### config.mk
export PLATFORM = sky130hd
export DESIGN_NAME = uvol_decoder
export DESIGN_NICKNAME = d
export VERILOG_FILES = /design/src/rtl/uvol_decoder.sv
export SDC_FILE = /design/constraint.sdc
export NUM_CORES = 1
export LEC_CHECK = 0
export BUFFER_PORTS_ARGS = -buffer_cell sky130_fd_sc_hd__buf_4
export CAP_MARGIN = 10
export CORE_MARGIN = 2
export CORE_UTILIZATION = 40
export DETAILED_ROUTE_END_ITERATION = 10
export GPL_TIMING_DRIVEN = 0
export PLACE_DENSITY = 0.64
export SETUP_SLACK_MARGIN = 0.1
export SLEW_MARGIN = 25
export SYNTH_ARGS = -nofsm -noshare
export SYNTH_HDL_FRONTEND = slang
export SYNTH_SLANG_ARGS = --single-unit
### constraint.sdc
create_clock -name clk -period 16.2 [get_ports clk]
set_clock_uncertainty 0.15 [all_clocks]
set_input_delay 3.24 -clock clk [delete_from_list [all_inputs] [get_ports clk]]
set_output_delay 3.24 -clock clk [all_outputs]
set_load 0.02 [all_outputs]
### src/rtl/uvol_decoder.sv
module uvol_decoder #(
  parameter int FRAMES = 192
) (
  input  logic       clk,
  input  logic       rst_n,
  input  logic       sub_stb,
  input  logic       sub_right,
  input  logic       sub_ubit,
  input  logic       blk_stb,
  output logic [7:0] vol_left,
  output logic [7:0] vol_right,
  output logic       vol_valid
);
  localparam int NB = FRAMES / 8;
  localparam int CW = $clog2(FRAMES + 1);
  localparam int PW = $clog2(NB + 1);
  localparam logic [7:0] CH_V  = 8'h56;
  localparam logic [7:0] CH_CR = 8'h0D;

  typedef enum logic [2:0] {S_SEEK, S_L1, S_L0, S_R1, S_R0, S_END} pst_t;

  logic              left_stb;
  logic              collecting;
  logic [CW-1:0]     cnt;
  logic [FRAMES-1:0] sh;
  logic [FRAMES-1:0] snap;
  logic              last;
  logic [PW-1:0]     pleft;
  pst_t              st;
  logic [15:0]       acc;
  logic [7:0]        cur;
  logic [4:0]        hx;

  function automatic logic [4:0] hexval(input logic [7:0] c);
    if (c >= 8'h30 && c <= 8'h39)
      return {1'b1, c[3:0]};
    else if ((c >= 8'h41 && c <= 8'h46) || (c >= 8'h61 && c <= 8'h66))
      return {1'b1, c[3:0] + 4'd9};
    else
      return 5'd0;
  endfunction

  assign left_stb = sub_stb & ~sub_right;
  assign last     = collecting && left_stb && !blk_stb && cnt == CW'(FRAMES - 1);
  assign cur      = snap[FRAMES-1 -: 8];
  assign hx       = hexval(cur);

  always_ff @(posedge clk) begin
    if (!rst_n) begin
      collecting <= 1'b0;
      cnt        <= '0;
    end else if (blk_stb) begin
      collecting <= 1'b1;
      cnt        <= left_stb ? CW'(1) : '0;
    end else if (collecting && left_stb) begin
      if (last) begin
        collecting <= 1'b0;
        cnt        <= '0;
      end else begin
        cnt <= cnt + CW'(1);
      end
    end
  end

  always_ff @(posedge clk) begin
    if (left_stb && (collecting || blk_stb))
      sh <= {sh[FRAMES-2:0], sub_ubit};
    if (last)
      snap <= {sh[FRAMES-2:0], sub_ubit};
    else if (pleft != '0)
      snap <= {snap[FRAMES-9:0], 8'h00};
  end

  always_ff @(posedge clk) begin
    if (!rst_n) begin
      pleft     <= '0;
      st        <= S_SEEK;
      acc       <= '0;
      vol_left  <= 8'h00;
      vol_right <= 8'h00;
      vol_valid <= 1'b0;
    end else begin
      vol_valid <= 1'b0;
      if (last) begin
        pleft <= PW'(NB);
        st    <= S_SEEK;
      end else if (pleft != '0) begin
        pleft <= pleft - PW'(1);
        case (st)
          S_SEEK: if (cur == CH_V) st <= S_L1;
          S_L1, S_L0, S_R1, S_R0: begin
            if (hx[4]) begin
              acc <= {acc[11:0], hx[3:0]};
              case (st)
                S_L1:    st <= S_L0;
                S_L0:    st <= S_R1;
                S_R1:    st <= S_R0;
                default: st <= S_END;
              endcase
            end else begin
              st <= S_SEEK;
            end
          end
          S_END: begin
            if (cur == CH_CR) begin
              vol_left  <= acc[15:8];
              vol_right <= acc[7:0];
              vol_valid <= 1'b1;
            end
            st <= S_SEEK;
          end
          default: st <= S_SEEK;
        endcase
      end
    end
  end
endmodule

==> metrics <==
RSZ-0062 raised after global routing=no; DRT antenna net count=0; sequential fraction of the synthesis area=77.3%; Post-synth ARST share=0%; First DRT Iteration DRCs=637; TritonCTS clock tree=done; GRT overflow=0; Final setup viols=0; status=complete, no violations; worst slew pin tran=0.924 ns; Lkg Pwr=0.00716 uW; Final Critical Period=5.88 ns; DP Wirelength=17.8 mm; max_slew headroom=38.4%; Reg clk slew, reported paths=~0.06 ns; max-cap violations=0; Die W=205 um; final core occ=47.3%; hold_buf cts=0; area post-placement=about 17000 um^2; met2 WL=13.0 mm; CP endpoint kind=flip-flop; worst setup path category=input pin to flip-flop; final worst slack=10.32 ns; ys flop type=edfxtp_1; CP max stage cell=nand4_1; number of synthesized flops with an enable pin=383; share of layout cells above drive strength 1=approximately 8.3%; Max Freq=170 MHz; peak supply drop=0.000109 V; Pre-Repair DR Iteration Count=5; GPL Wtd Cong=0.758; clock root buffer=clkbuf_16; fin area=~19000 um^2; vias per std cell=4.82; final hold violation count=0; Seq cells post-synth=433; class of the worst hold path=flip-flop to flip-flop; synthesized area=around 16000 um^2; vias in the first global route=roughly 9000; hold path depth=0; initial antenna violation count=0; final wirelength=about 29 mm; Critical Path Max Stage Delay=around 0.40 ns; critical path's most frequent cell=clkbuf_1; Core ar.=39800 um^2; Initial Util=40.6%; port bufs=21; period utilization=36.3%; Post-route DRC=0; Yosys cell types=50; Top Family by Delay on Critical Path=buffers and inverters; Max Slew Vio Count=0; M1 wire length=13.8 mm; die area=42100 um^2; worst hold slack=0.287 ns; reg2reg path depth=8; dpl ws=9.73 ns; Syn. warnings=0; post-CTS setup buffers=0; Clock Latency Late Sink=approximately 0.54 ns; syn nets=1255; CP Cell Sequence=buf_4 -> and3b_1 -> clkbuf_1 -> nand4_1 -> clkbuf_1 -> clkbuf_1 -> nand2_4 -> buf_16 -> buf_16; Num CTS Buffers=43; DR WL met3=1.18 mm; Layout Area Growth over Synthesis=16.4%; PD cells=176 nW/um^2; top sig layer=met4; H-tree Lvls=2; post-synthesis cell count=1243; Worst EP arrival=between 5 and 6 ns; largest net degree at the start of global routing=51; maximum fanout along the worst path=50; Longest Clk Path Bufs=3; Top Ports=23; nets=1334; std cell rows=73; post_cts resized=0; die height=205 um; drt wl/cell=roughly 15 um; syn_area_per_cell=13.0 um^2; GRT Overall Usage=between 10 and 15%; setup TNS=0 ns; Levels on crit path=9; crit path buf inv count=6; Via Count=9054; Worst EP required=16.26 ns; TritonCTS Sinks=roughly 430; Startpoint Class=input pin; first-pass GRT wire length=between 40 and 50 mm; filler cell count in the final layout=3512
path summary, 6_finish.rpt:
path	slack, ns	startpoint	endpoint
worst min register to register	0.29	sh[3]	sh[4]
worst min-delay path	0.29	sh[3]	sh[4]
worst max register to register	12.79	collecting	snap[45]
worst max-delay path	10.32	sub_right	snap[45]
layout make-up:
cell class                      count  area, um^2  share of cell area, %
Clock inverter                     26         295                   1.57
Inverter                            7        26.3                  0.140
Sequential cell                   433       12500                   66.4
Clock buffer                       51        1210                   6.43
Multi-Input combinational cell    745        3410                   18.1
Buffer                             58         246                   1.31
Timing Repair Buffer               34         470                   2.50
Antenna cell                        1        2.50                 0.0133
Tap cell                          525         657                   3.49
routing by layer:
| metal | track usage [%] | up-vias |
|---|---|---|
| li1 | - | 4420 |
| met1 | 20.0 | 4447 |
| met2 | 22.0 | 140 |
| met3 | 2.55 | 47 |
| met4 | 4.45 | 0 |
| met5 | 0 | - |
worst register-to-register path, cell delays in order (launching register included):
cell and delay, ns:
dfxtp_1 0.37, and3b_1 0.17, clkbuf_1 0.36, nand4_1 0.40, clkbuf_1 0.38, clkbuf_1 0.34, nand2_4 0.29, buf_16 0.29
buf_16 0.30
synthesized netlist by cell type, types with 5 or more instances:
| master | instances | area share, % |
|---|---|---|
| inv_1 | 7 | 0.16 |
| and2_1 | 11 | 0.43 |
| xor2_1 | 6 | 0.32 |
| mux2i_1 | 32 | 2.0 |
| dfxtp_1 | 50 | 6.2 |
| o21ai_0 | 7 | 0.22 |
| clkbuf_1 | 46 | 1.1 |
| a21oi_1 | 5 | 0.15 |
| nor3_1 | 9 | 0.28 |
| nor2_1 | 13 | 0.30 |
| nand2_1 | 593 | 14 |
| nor3b_1 | 5 | 0.23 |
| buf_1 | 8 | 0.19 |
| edfxtp_1 | 383 | 71 |
| ha_1 | 6 | 0.46 |
logic make-up after synthesis:
logic type               count (synthesis)  synth area share [%]
adder cells (fa/ha/maj)                  6                 0.464
AND/OR/NAND/NOR                        665                  16.7
buffers and inverters                   65                  1.69
flip-flops                             433                  77.3
XOR/XNOR                                 8                 0.433
multiplexers                            33                  2.05
AO/OA/AOI/OAI                           33                  1.41
stage by stage:
step           cells  total power [uW]
6_report        1880              3320
3_3_place_gp    1789              2350
2_1_floorplan   1243              2160
3_5_place_dp    1802              2300
4_1_cts         1879              3360
5_1_grt         1879              3490
flip-flops by register name (all words and copies together) (netlist names):
signal / flops
sh: 191
cnt: 8
vol_valid: 1
vol_right: 8
snap: 192
collecting: 1
pleft: 5
st: 3
vol_left: 8
acc: 16
where the power goes:
| group | total [uW] | switching [uW] | leakage, uW | internal [uW] |
|---|---|---|---|---|
| sequential | 1760 | 95.1 | 0.00411 | 1660 |
| combinational | 515 | 348 | 0.00230 | 167 |
| clock | 1050 | 406 | 0.000744 | 642 |
placed cells by master (no fill, tap or decap), types with 4 or more instances in the layout:
cell       instances
dfxtp_1           50
clkbuf_1          47
xor2_1             6
and3_1             4
o21ai_0            7
clkinv_2           7
a21oi_1            5
nor3_1             9
nor3b_1            5
buf_4             22
clkbuf_16         46
nand2_1          592
buf_1              8
mux2i_1           32
clkinv_1          11
buf_12             7
clkbuf_8           4
edfxtp_1         383
ha_1               6
buf_16             7
nor2b_1            4
and2_1            11
bufinv_16          7
inv_1              7
o211ai_1           4
nor2_1            12
Power figures use the tool's default switching activity.
